`src/rtl/quad_tone_pkg.sv`:
```
package quad_tone_pkg;
    localparam int unsigned QT_VOICES = 4;
    localparam int unsigned QT_WIDTH  = 8;
    localparam int unsigned QT_PRESC  = 256;
endpackage

```
`src/rtl/qt_ticker.sv`:
```
module qt_ticker #(
    parameter int unsigned PRESC = 256
) (
    input  logic clk,
    input  logic rst,
    input  logic base_en,
    output logic tick
);
    localparam int unsigned CW = (PRESC > 1) ? $clog2(PRESC) : 1;
    localparam logic [CW-1:0] LAST = CW'(PRESC - 1);

    typedef struct packed {
        logic [CW-1:0] cnt;
    } tk_t;

    tk_t st_d, st_q;

    always_comb begin
        st_d = st_q;
        tick = base_en && (st_q.cnt == LAST);
        if (base_en) begin
            if (st_q.cnt == LAST) st_d.cnt = '0;
            else                  st_d.cnt = st_q.cnt + 1'b1;
        end
    end

    always_ff @(posedge clk) begin
        if (rst) st_q <= '0;
        else     st_q <= st_d;
    end
endmodule

```
`src/rtl/qt_voice.sv`:
```
module qt_voice #(
    parameter int unsigned WIDTH = 8
) (
    input  logic             clk,
    input  logic             rst,
    input  logic             tick,
    input  logic             run,
    input  logic             load,
    input  logic [WIDTH-1:0] value,
    output logic             level
);
    typedef struct packed {
        logic [WIDTH-1:0] reload;
        logic [WIDTH-1:0] count;
        logic             level;
    } vs_t;

    vs_t st_d, st_q;

    always_comb begin
        st_d = st_q;
        if (load) begin
            // new note: stored value and live counter together, write beats tick
            st_d.reload = value;
            st_d.count  = value;
            if (value == '0) st_d.level = 1'b0;
        end else if (tick && run) begin
            if (st_q.reload == '0) begin
                st_d.level = 1'b0;
            end else if (st_q.count <= WIDTH'(1)) begin
                st_d.count = st_q.reload;
                st_d.level = ~st_q.level;
            end else begin
                st_d.count = st_q.count - 1'b1;
            end
        end
    end

    always_ff @(posedge clk) begin
        if (rst) st_q <= '0;
        else     st_q <= st_d;
    end

    assign level = st_q.level;
endmodule

```
`src/rtl/quad_tone.sv`:
```
module quad_tone #(
    parameter int unsigned CHANS = quad_tone_pkg::QT_VOICES,
    parameter int unsigned WIDTH = quad_tone_pkg::QT_WIDTH,
    parameter int unsigned PRESC = quad_tone_pkg::QT_PRESC,
    localparam int unsigned CW   = (CHANS > 1) ? $clog2(CHANS) : 1
) (
    input  logic             clk,
    input  logic             rst,
    input  logic             base_en,
    input  logic             wr_en,
    input  logic [CW-1:0]    wr_chan,
    input  logic [WIDTH-1:0] wr_value,
    input  logic             mask_we,
    input  logic [CHANS-1:0] mask_value,
    output logic [CHANS-1:0] tone,
    output logic             spk
);
    logic             tick;
    logic [CHANS-1:0] mask_d, mask_q;

    qt_ticker #(.PRESC(PRESC)) u_ticker (
        .clk     (clk),
        .rst     (rst),
        .base_en (base_en),
        .tick    (tick)
    );

    always_comb begin
        mask_d = mask_q;
        if (mask_we) mask_d = mask_value;
    end

    always_ff @(posedge clk) begin
        if (rst) mask_q <= '0;
        else     mask_q <= mask_d;
    end

    for (genvar i = 0; i < CHANS; i++) begin : g_voice
        qt_voice #(.WIDTH(WIDTH)) u_voice (
            .clk   (clk),
            .rst   (rst),
            .tick  (tick),
            .run   (mask_q[i]),
            .load  (wr_en && (wr_chan == CW'(i))),
            .value (wr_value),
            .level (tone[i])
        );
    end

    assign spk = |(tone & mask_q);
endmodule

```
`config.mk`:
```
export PLATFORM = sky130hd
export DESIGN_NAME = quad_tone
export DESIGN_NICKNAME = d
export VERILOG_FILES = /design/src/rtl/quad_tone_pkg.sv /design/src/rtl/qt_ticker.sv /design/src/rtl/qt_voice.sv /design/src/rtl/quad_tone.sv
export SDC_FILE = /design/constraint.sdc
export NUM_CORES = 1
export LEC_CHECK = 0
export ABC_CLOCK_PERIOD_IN_PS = 2200
export BUFFER_PORTS_ARGS = -buffer_cell sky130_fd_sc_hd__buf_2
export CAP_MARGIN = 5
export CORE_MARGIN = 3
export CORE_UTILIZATION = 30
export DETAILED_ROUTE_END_ITERATION = 8
export GPL_TIMING_DRIVEN = 1
export PLACE_DENSITY = 0.56
export SLEW_MARGIN = 5
export SYNTH_ARGS = -nofsm -noshare
export SYNTH_HDL_FRONTEND = slang
export SYNTH_SLANG_ARGS = --single-unit
```
`constraint.sdc`:
```
create_clock -name clk -period 2.2 [get_ports clk]
set_clock_uncertainty 0.15 [all_clocks]
set_input_delay 0 -clock clk [delete_from_list [all_inputs] [get_ports clk]]
set_output_delay 0 -clock clk [all_outputs]
set_load 0.1 [all_outputs]
```
Word-level counts from Yosys, hierarchy flattened
Cells that the tools add are included.
{"block": "word_totals", "reg_bits": 80, "out_inout_bits": 5}
{"block": "op_classes", "n_addsub": 5, "n_mux": 26, "n_eq_ne": 12, "order_cmp": 4, "reduce_logical": 32, "n_bitwise": 5}
{"operator": "two-way mux 8 bit", "count": 9}
{"operator": "two-way mux 9 bit", "count": 8}
{"operator": "zero test 8 bit", "count": 5}
{"operator": "less-or-equal comparator 8 x 1 -> 1 bit (second input constant)", "count": 4}
{"operator": "subtractor 8 x 1 -> 8 bit (second input constant)", "count": 4}
{"operator": "AND reduction 3 bit", "count": 4}
{"operator": "nonzero test 3 bit", "count": 4}
{"operator": "logical AND 1 bit", "count": 9}
{"operator": "two-way mux 1 bit", "count": 9}
{"operator": "adder 8 x 1 -> 8 bit (second input constant)", "count": 1}
{"operator": "equality test 8 bit (second input constant)", "count": 1}
{"operator": "!= test 2 x 1 -> 1 bit (second input constant)", "count": 4}
{"operator": "!= test 2 bit (second input constant)", "count": 4}
{"operator": "AND reduction 2 bit", "count": 4}
{"operator": "nonzero test 2 bit", "count": 4}
{"operator": "AND 4 bit", "count": 1}
{"operator": "equality test 2 bit (second input constant)", "count": 2}
{"operator": "inverter 1 bit", "count": 4}
{"operator": "OR reduction 4 bit", "count": 1}
{"operator": "equality test 2 x 1 -> 1 bit (second input constant)", "count": 1}
{"operator": "zero test 2 bit", "count": 1}

Depth between registers and ports, before layout
Gate-level depths: netlist (run 1).
{"block": "depth", "depth_word": 5, "ltp_mapped": 9}

Hierarchy
Synthesis (run 1) repeated with hierarchy kept, for this count alone.
{"block": "unflattened", "hier_cells": 601, "area_unflattened_um2": 4759.6}
{"module": "qt_voice (g_voice[0].u_voice ...)", "seq_area_each_um2": 340.3, "cells_each": 134, "area_per_inst_um2": 1046.0, "n_inst": 3}
{"module": "qt_voice (g_voice[3].u_voice)", "seq_area_each_um2": 340.3, "cells_each": 134, "area_per_inst_um2": 1041.0, "n_inst": 1}
{"module": "qt_ticker", "seq_area_each_um2": 160.2, "cells_each": 44, "area_per_inst_um2": 391.6, "n_inst": 1}
{"module": "quad_tone", "seq_area_each_um2": 80.1, "cells_each": 21, "area_per_inst_um2": 188.9, "n_inst": 1}

Worst setup path after synthesis (run 1)
OpenSTA, ideal clock, no wires.
{"block": "synth_path", "path_kind": "reg2reg", "start": "register g_voice[0].u_voice.st_q[3] (netlist bit)", "end": "register g_voice[0].u_voice.st_q[5] (netlist bit)", "setup_slack_ps": -177, "stages_incl_launch_ff": 8, "required_ps": 1918, "setup_time_ps": 132, "arrival_ps": 2095, "path_cell_list": "dfxtp_1 > or4_1 > buf_2 > or4_1 > buf_2 > mux2_4 > a22oi_1 > a21oi_1"}
{"block": "synth_between", "elab_chain_len": 5}
{"item": "start, declared", "line": "qt_voice.sv:18", "source": "vs_t st_d, st_q;"}
{"item": "start signal, assigned", "line": "qt_voice.sv:41", "source": "else st_q <= st_d;"}
{"item": "subtractor 8 x 1 -> 8 bit or less-or-equal comparator 8 x 1 -> 1 bit (tied branches)", "line": "qt_voice.sv:34, qt_voice.sv:30"}
{"item": "two-way mux 8 bit (*)", "line": "qt_voice.sv:30", "source": "end else if (st_q.count <= WIDTH'(1)) begin"}
{"item": "two-way mux 8 bit (*)", "line": "qt_voice.sv:28", "source": "if (st_q.reload == '0) begin"}
{"item": "two-way mux 9 bit (*)", "line": "qt_voice.sv:27", "source": "end else if (tick && run) begin"}
{"item": "two-way mux 9 bit (*)", "line": "qt_voice.sv:22", "source": "if (load) begin"}
Every way passes the cells marked *; elsewhere a longest branch is shown, timed or not. The select of a mux whose other input is x is not followed.
A chain may end at the register's enable or synchronous reset.

Worst setup path after layout (run 1)
{"block": "layout_path", "start": "register g_voice[2].u_voice.st_q[3] (netlist bit)", "end": "register g_voice[2].u_voice.st_q[6] (netlist bit)"}
{"block": "layout_between", "elab_chain_len": 5}
{"item": "start, declared", "line": "qt_voice.sv:18"}
{"item": "start signal, assigned", "line": "qt_voice.sv:41"}
{"item": "subtractor 8 x 1 -> 8 bit or less-or-equal comparator 8 x 1 -> 1 bit (tied branches)", "line": "qt_voice.sv:34, qt_voice.sv:30"}
{"item": "two-way mux 8 bit (*)", "line": "qt_voice.sv:30"}
{"item": "two-way mux 8 bit (*)", "line": "qt_voice.sv:28"}
{"item": "two-way mux 9 bit (*)", "line": "qt_voice.sv:27"}
{"item": "two-way mux 9 bit (*)", "line": "qt_voice.sv:22"}
Marked as above.

==> out/metrics.yaml, run 1 <==
synthesis:
  synth_edf_count: 0
  async_reset_ff_share_pct: 0
  ys_seq_area_share_pct: 39.0
  syn_nets: 558
  synth_top_area_share_pct: 39.0
  synth_seq_cells: 80
  yosysTopAreaCell: "dfxtp_1"
  yosysUniqueCellTypes: 51
  netlist_instances: 530
  synth_flop_cell: "dfxtp_1"
  yosys_warnings: 0
  syn-cell-area_um2: 4110
  synth.avg_cell_area_um2: 7.76
  ys_top_cells_by_area: "dfxtp_1, nand2_1, a21oi_1"
final_layout:
  utilization_pct: 39.7
  area_growth_syn_to_layout_pct: 28.6
  layout_common_cells: "nand2_1, dfxtp_1, a21oi_1, buf_4, a31oi_1"
  finish.net_count: 625
  fin_cells: 778
  final_common_cell: "nand2_1"
  antennaDiodeCount: 0
  layout-drive-gt1-share_pct: 18.6
power_and_ir_drop:
  irDropWorstVdd_mv: 0.438
  powerDensity_nw_per_um2: 740
  power_leakage_nw: 1.96
  power_mw: 3.91
floorplanning:
  pin_count: 24
  core_area_um2: 13300
  num_rows: 42
  dieHeight_um: 123
  dieArea_um2: 15100
  dieWidth_um: 123
  initial_core_util_pct: 30.9
outcome:
  status: "finished with violations"
  violations: "negative setup slack"
worst_setup_path:
  cp.required_ps: 2270
  endpoint_kind: "flop"
  crit_type: "flop to flop"
  path_max_fanout: 12
  startpoint_type: "flop"
  cp.arrival_ps: 2310
global_route:
  grt_start_max_net_pins: 34
  grt_pass1_wl_um: 19400
  antenna_found_initial: 0
  grt_overflow: 0
  grtUsageTotal_pct: 16.0
  grt_pass1_vias: 3870
route:
  via_count: 4147
  avgViaCountPerCell: 5.33
  wl_per_cell_um: 15.2
  postRouteAntennaNets: 0
  drc: 0
  wirelength_um: 11800
  dr.pass1.iters: 6
  drtIter0Drc: 367
timing:
  period_share_pct: 102
  setup-violations-final: 2
  tns_ps: -61.4
  relSlewSlack_pct: 59.7
  final_hold_viol_count: 0
  fmax_mhz: 447
  fin_ws_ps: -35.3
  rsz0062_at_grt: "yes"
  tightestPinTransition_ps: 599
  period_minus_slack_ps: 2240
  drv_slew: 0
  hold_slack_ps: 77.5
min_path:
  hp-class: "primary input to flop"
clock_tree:
  clk_latency_ps: 340
  cts-htree-levels: 3
  root_buffer: "clkbuf_16"
  cts_tree: "done"
  cts.clk_slew.worst_paths_ps: 70
  cts.path.max_buffers: 2
  cts_sinks: 80
  numCtsBuffers: 9
flow_run:
  max_cap_violations: 0
placement:
  placed_cells: 741
  gp_congestion: 0.854
  io_buffers: 23
  dpl.hpwl_um: 8210
through the flow:
stage | cell area (um2) | setup slack, ps
finish | 5280 | -35.3
global route | 5280 | -69.0
CTS | 5180 | -17.0
detailed placement | 4650 | 12.9
global placement | 4650 | 1.25
floorplan | 4130 | -104
sequential cells by signal, indices dropped and copies added, names as in the netlist:
signal,cells
g_voice.u_voice.st_q,64
u_ticker.st_q,8
mask_q,4
g_voice.u_voice.level,4
metal layers:
layer | wire length, um | GRT usage [%] | vias to the layer above
li1 | - | - | 2057
met1 | 5630 | 21.9 | 1972
met2 | 5470 | 25.9 | 100
met3 | 470 | 2.61 | 18
met4 | 227 | 4.64 | 0
met5 | 0 | 0 | -
Yosys cell counts (5+ instances only):
master	number
o211ai_1	23
nand3_1	12
ha_1	9
xor2_1	9
and3_1	5
nor2_1	26
dfxtp_1	80
nor4_1	14
a21oi_1	53
nand2_1	122
mux2i_1	8
xnor2_1	8
nor3_1	10
a31oi_1	32
or4_1	11
inv_1	14
o21ai_0	13
clkbuf_1	22
cell families after synthesis:
family                     share of synthesized area [%]
and+or+nand+nor                                     25.1
AOI/OAI and AO/OA                                   22.4
xor gates and xnor gates                            3.62
DFF                                                 39.0
adders and majority gates                           2.74
buffers and inverters                               4.60
muxes                                               2.59
worst max-delay path, stage by stage (launching register included):
cell	delay (ps)
dfxtp_2	320
or4_4	530
or4_4	510
buf_8	160
mux2i_1	120
o41ai_1	330
layout make-up:
class | instances | area [um2]
tap | 176 | 220
clock inverter | 7 | 126
timing repair buffer | 87 | 664
inverter | 14 | 52.6
clock buffer | 9 | 225
multi-input combinational | 405 | 2390
sequential | 80 | 1610
fill | 1335 | 8010
where the power goes:
group	total (mW)	switching, mW	internal, mW
combinational	0.589	0.315	0.274
sequential	1.55	0.0508	1.50
clock	1.77	0.647	1.13
worst paths after layout:
kind	slack [ps]	depth (start not counted)	from	end
max reg2reg	-40	5	g_voice[2].u_voice.st_q[3]	g_voice[2].u_voice.st_q[6]
max	-40	5	g_voice[2].u_voice.st_q[3]	g_voice[2].u_voice.st_q[6]
min	80	5	wr_chan[1]	g_voice[3].u_voice.st_q[16]
min reg2reg	320	2	g_voice[3].u_voice.st_q[16]	g_voice[3].u_voice.st_q[16]
what timing repair did:
item,CTS,global route
gates cloned,0,0
setup endpoints to repair,2,31
setup buffers,0,3
endpoints found under the hold margin,61,0
hold buffers,18,0
pin swaps,0,1
resized for setup,1,22
(Power assumes the default switching activity.)
==> run 2: changes to the inputs <==
- RECOVER_POWER: unset -> 100
==> out/metrics.yaml, run 2 (synthesis results as in run 1) <==
power_and_ir_drop:
  powerDensity_nw_per_um2: 740
  irDropWorstVdd_mv: 0.437
  power_leakage_nw: 1.95
final_layout:
  largest_reg_flops: 64
  layout_common_cells: "nand2_1, dfxtp_1, a21oi_1, buf_4, a31oi_1"
  multi_input_area_um2: 2390
  ff_latch_area_um2: 1610
  finish.net_count: 625
  layout-drive-gt1-share_pct: 18.3
  area_growth_syn_to_layout_pct: 28.4
  final_common_cell: "nand2_1"
  reg.largest.list: "g_voice.u_voice.st_q (64), u_ticker.st_q (8)"
  utilization_pct: 39.7
  regMostFlops: "g_voice.u_voice.st_q"
  fin_cells: 778
  antennaDiodeCount: 0
  stdcell_area_um2: 5280
  nFillCells: 1338
global_route:
  grt_overflow: 0
  grt_pass1_vias: 3870
  antenna_found_initial: 0
  grt_start_max_net_pins: 34
  grtUsageTotal_pct: 16.0
  grt_pass1_wl_um: 19400
worst_setup_path:
  cpMostUsedCell: "or4_4"
  cpPeakStageDelay_ps: 530
  crit_type: "flop to flop"
  slowest_stage: "or4_4"
  startpoint_type: "flop"
  crit_chain: "or4_4 -> or4_4 -> buf_8 -> mux2i_1 -> o41ai_1"
  path_max_fanout: 12
  cp.required_ps: 2270
  endpoint_kind: "flop"
  cp.arrival_ps: 2310
placement:
  gp_congestion: 0.854
  placed_cells: 741
  dpl.hpwl_um: 8210
  io_buffers: 23
  placed_area_um2: 4650
timing:
  rsz0062_at_grt: "yes"
  period_minus_slack_ps: 2230
  fmax_mhz: 448
  tightestPinTransition_ps: 996
  tns_ps: -57.9
  setup-violations-final: 2
  hold_slack_ps: 79.4
  final_hold_viol_count: 0
  period_share_pct: 101
  relSlewSlack_pct: 33.6
  drv_slew: 0
  fin_ws_ps: -31.5
clock_tree:
  cts-htree-levels: 3
  numCtsBuffers: 9
  clk_latency_ps: 340
  cts_tree: "done"
  cts.path.max_buffers: 2
  root_buffer: "clkbuf_16"
  cts.clk_slew.worst_paths_ps: 70
  cts_sinks: 80
floorplanning:
  pin_count: 24
  dieArea_um2: 15100
  num_rows: 42
  initial_core_util_pct: 30.9
  dieWidth_um: 123
  dieHeight_um: 123
  core_area_um2: 13300
route:
  drc: 0
  dr.pass1.iters: 6
  via_count: 4155
  drtIter0Drc: 369
  wl_per_cell_um: 15.2
  postRouteAntennaNets: 0
  wirelength_um: 11800
  avgViaCountPerCell: 5.34
min_path:
  hp-class: "primary input to flop"
outcome:
  violations: "negative setup slack"
  status: "finished with violations"
flow_run:
  max_cap_violations: 0
run 2: cell types whose count changed in the layout (fill, tap and decap cells not counted):
cell and delta:
buf_2 -1, clkbuf_1 +2, buf_4 -1
run 2: path summary, 6_finish.rpt:
check | startpoint | to | slack (ps) | depth (start not counted)
max | g_voice[2].u_voice.st_q[3] | g_voice[2].u_voice.st_q[6] | -30 | 5
min | wr_en | g_voice[3].u_voice.st_q[12] | 80 | 5
max reg2reg | g_voice[2].u_voice.st_q[3] | g_voice[2].u_voice.st_q[6] | -30 | 5
min reg2reg | g_voice[3].u_voice.st_q[16] | g_voice[3].u_voice.st_q[16] | 320 | 2
run 2: worst max-delay path: cells and delay by family (launching register included):
| kind | cells | cell delay (ps) |
|---|---|---|
| and+or+nand+nor | 2 | 1040 |
| AOI/OAI and AO/OA | 1 | 330 |
| DFF | 1 | 320 |
| buffers and inverters | 1 | 160 |
| muxes | 1 | 120 |
run 2: per-layer routing:
metal,GRT usage (%),up-vias,wire [um]
li1,-,2058,-
met1,21.9,1976,5630
met2,25.9,103,5460
met3,2.61,18,467
met4,4.64,0,233
met5,0,-,0
run 2: what timing repair did:
item,4_1_cts,5_1_grt
buffers inserted,0,3
resized for setup,1,22
endpoints found under the hold margin,61,0
hold buffers,18,0
pin swaps,0,1
endpoints found under the setup margin,2,31
run 2: per-stage QoR:
step / setup slack, ps / total power [mW]
floorplan: -104 / 1.90
global placement: 1.25 / 2.07
detailed placement: 12.9 / 2.08
CTS: -17.0 / 3.89
global route: -69.0 / 4.05
finish: -31.5 / 3.90
run 2: where the power goes:
group / switching (mW) / total, mW / internal, mW
Combinational: 0.316 / 0.588 / 0.272
Clock: 0.643 / 1.77 / 1.13
Sequential: 0.0508 / 1.55 / 1.50
Total: 1.01 / 3.90 / 2.90
run 2: area by class of cell:
| type | instances | area share (%) |
|---|---|---|
| well taps | 176 | 4.17 |
| flip-flops and latches | 80 | 30.4 |
| inverters | 14 | 0.995 |
| multi-input cells | 405 | 45.2 |
| clock inverters | 7 | 2.39 |
| clock buffers | 9 | 4.27 |
| repair buffers | 87 | 12.5 |
==> run 3: changes to the inputs <==
- CORE_UTILIZATION: 30 -> 55
- PLACE_DENSITY: 0.56 -> 0.85
==> out/metrics.yaml, run 3 (synthesis results as in run 1) <==
floorplanning:
  core_area_um2: 7020
  dieHeight_um: 92.4
  dieArea_um2: 8550
  initial_core_util_pct: 58.6
  dieWidth_um: 92.4
  pin_count: 24
  num_rows: 30
min_path:
  hp-class: "primary input to flop"
  hp-start: "rst"
  hold_depth: 2
placement:
  dpl.hpwl_um: 7850
  placed_cells: 658
  placed_area_um2: 4520
  io_buffers: 23
  gp_congestion: 0.897
worst_setup_path:
  endpoint_kind: "flop"
  cpPeakStageDelay_ps: 570
  crit_chain: "or4_1 -> or4_4 -> mux2_4 -> a22oi_1 -> a21oi_1"
  startpoint_type: "flop"
  slowest_stage: "or4_1"
  crit_type: "flop to flop"
  r2r_start: "g_voice[0].u_voice.st_q[4]"
  critPathTopFamily: "simple AND/OR/NAND/NOR gates"
  worstRegToRegCells: 5
  path_max_fanout: 5
  cp.arrival_ps: 2260
  cp.depth: 5
  path_buf_inv: 0
  cp.required_ps: 2270
  startpoint: "g_voice[0].u_voice.st_q[4]"
timing:
  fmax_mhz: 456
  rsz0062_at_grt: "yes"
  period_minus_slack_ps: 2190
  final_hold_viol_count: 0
  tightestPinTransition_ps: 1170
  setup-violations-final: 0
  period_share_pct: 99.7
  relSlewSlack_pct: 22.1
  drv_slew: 0
clock_tree:
  numCtsBuffers: 9
  cts_tree: "done"
  root_buffer: "clkbuf_8"
  cts.path.max_buffers: 2
  cts.clk_slew.worst_paths_ps: 90
  cts-htree-levels: 3
  cts_sinks: 80
  clk_latency_ps: 350
final_layout:
  final_common_cell: "nand2_1"
  multi_input_area_um2: 2370
  layout-drive-gt1-share_pct: 14.2
  area_growth_syn_to_layout_pct: 20.1
  regMostFlops: "g_voice.u_voice.st_q"
  stdcell_area_um2: 4940
  ff_latch_area_um2: 1600
  antennaDiodeCount: 0
  reg.largest.list: "g_voice.u_voice.st_q (64), u_ticker.st_q (8)"
  fin_cells: 693
  layout_common_cells: "nand2_1, dfxtp_1, a21oi_1, buf_4, a31oi_1"
  largest_reg_flops: 64
  nFillCells: 572
  finish.net_count: 620
global_route:
  grtUsageTotal_pct: 27.1
  grt_pass1_wl_um: 18800
  grt_pass1_vias: 3976
  grt_start_max_net_pins: 44
  antenna_found_initial: 0
  grt_overflow: 0
route:
  wl_per_cell_um: 16.4
  drc: 0
  wirelength_um: 11400
  avgViaCountPerCell: 6.25
  drtIter0Drc: 302
  via_count: 4331
  dr.pass1.iters: 5
  postRouteAntennaNets: 0
outcome:
  status: "complete, no violations"
power_and_ir_drop:
  irDropWorstVdd_mv: 0.360
  powerDensity_nw_per_um2: 646
  power_leakage_nw: 1.81
flow_run:
  max_cap_violations: 0
run 3: final cells by class:
type	count	area share [%]
Multi-Input combinational cell	405	47.9
Tap cell	96	2.43
Inverter	14	1.06
Sequential cell	80	32.5
Clock inverter	6	1.34
Clock buffer	10	2.58
Timing Repair Buffer	82	12.2
run 3: final timing paths:
check	slack (ps)	endpoint
worst min register to register	330	g_voice[3].u_voice.st_q[13]
worst max-delay path	6	g_voice[0].u_voice.st_q[5]
worst min-delay path	40	g_voice[0].u_voice.st_q[16]
worst max register to register	6	g_voice[0].u_voice.st_q[5]
run 3: routing by layer:
metal	vias up	global-route usage [%]	share of wire (%)	wire length [um]
met4	0	9.53	3.8	430
met3	46	5.44	8.4	951
met5	-	0	0	0
li1	2054	-	-	-
met2	200	44.1	47	5330
met1	2031	35.7	41	4650
run 3: report_power, final:
| group | switching (mW) | internal, mW |
|---|---|---|
| logic | 0.311 | 0.244 |
| registers | 0.0489 | 1.50 |
| clock network | 0.557 | 0.531 |
| total | 0.917 | 2.27 |
run 3: what timing repair did:
item	4_1_cts	5_1_grt
hold endpoints to repair	71	0
setup endpoints to repair	3	29
gates cloned	0	0
gates resized for setup	3	12
setup buffers	0	0
hold buffers	19	0
pin swaps	2	1
run 3: through the flow:
step,setup slack (ps),hold WS (ps),power [mW],setup TNS (ps),utilization [%]
floorplan,-104,-14.6,1.90,-201,-
global placement,-31.2,87.5,2.05,-31.2,64.5
detailed placement,-63.3,92.6,2.07,-69.4,64.5
CTS,11.5,17.9,3.17,0,70.1
global route,-77.5,38.8,3.32,-380,70.3
finish,5.85,44.2,3.19,0,70.3
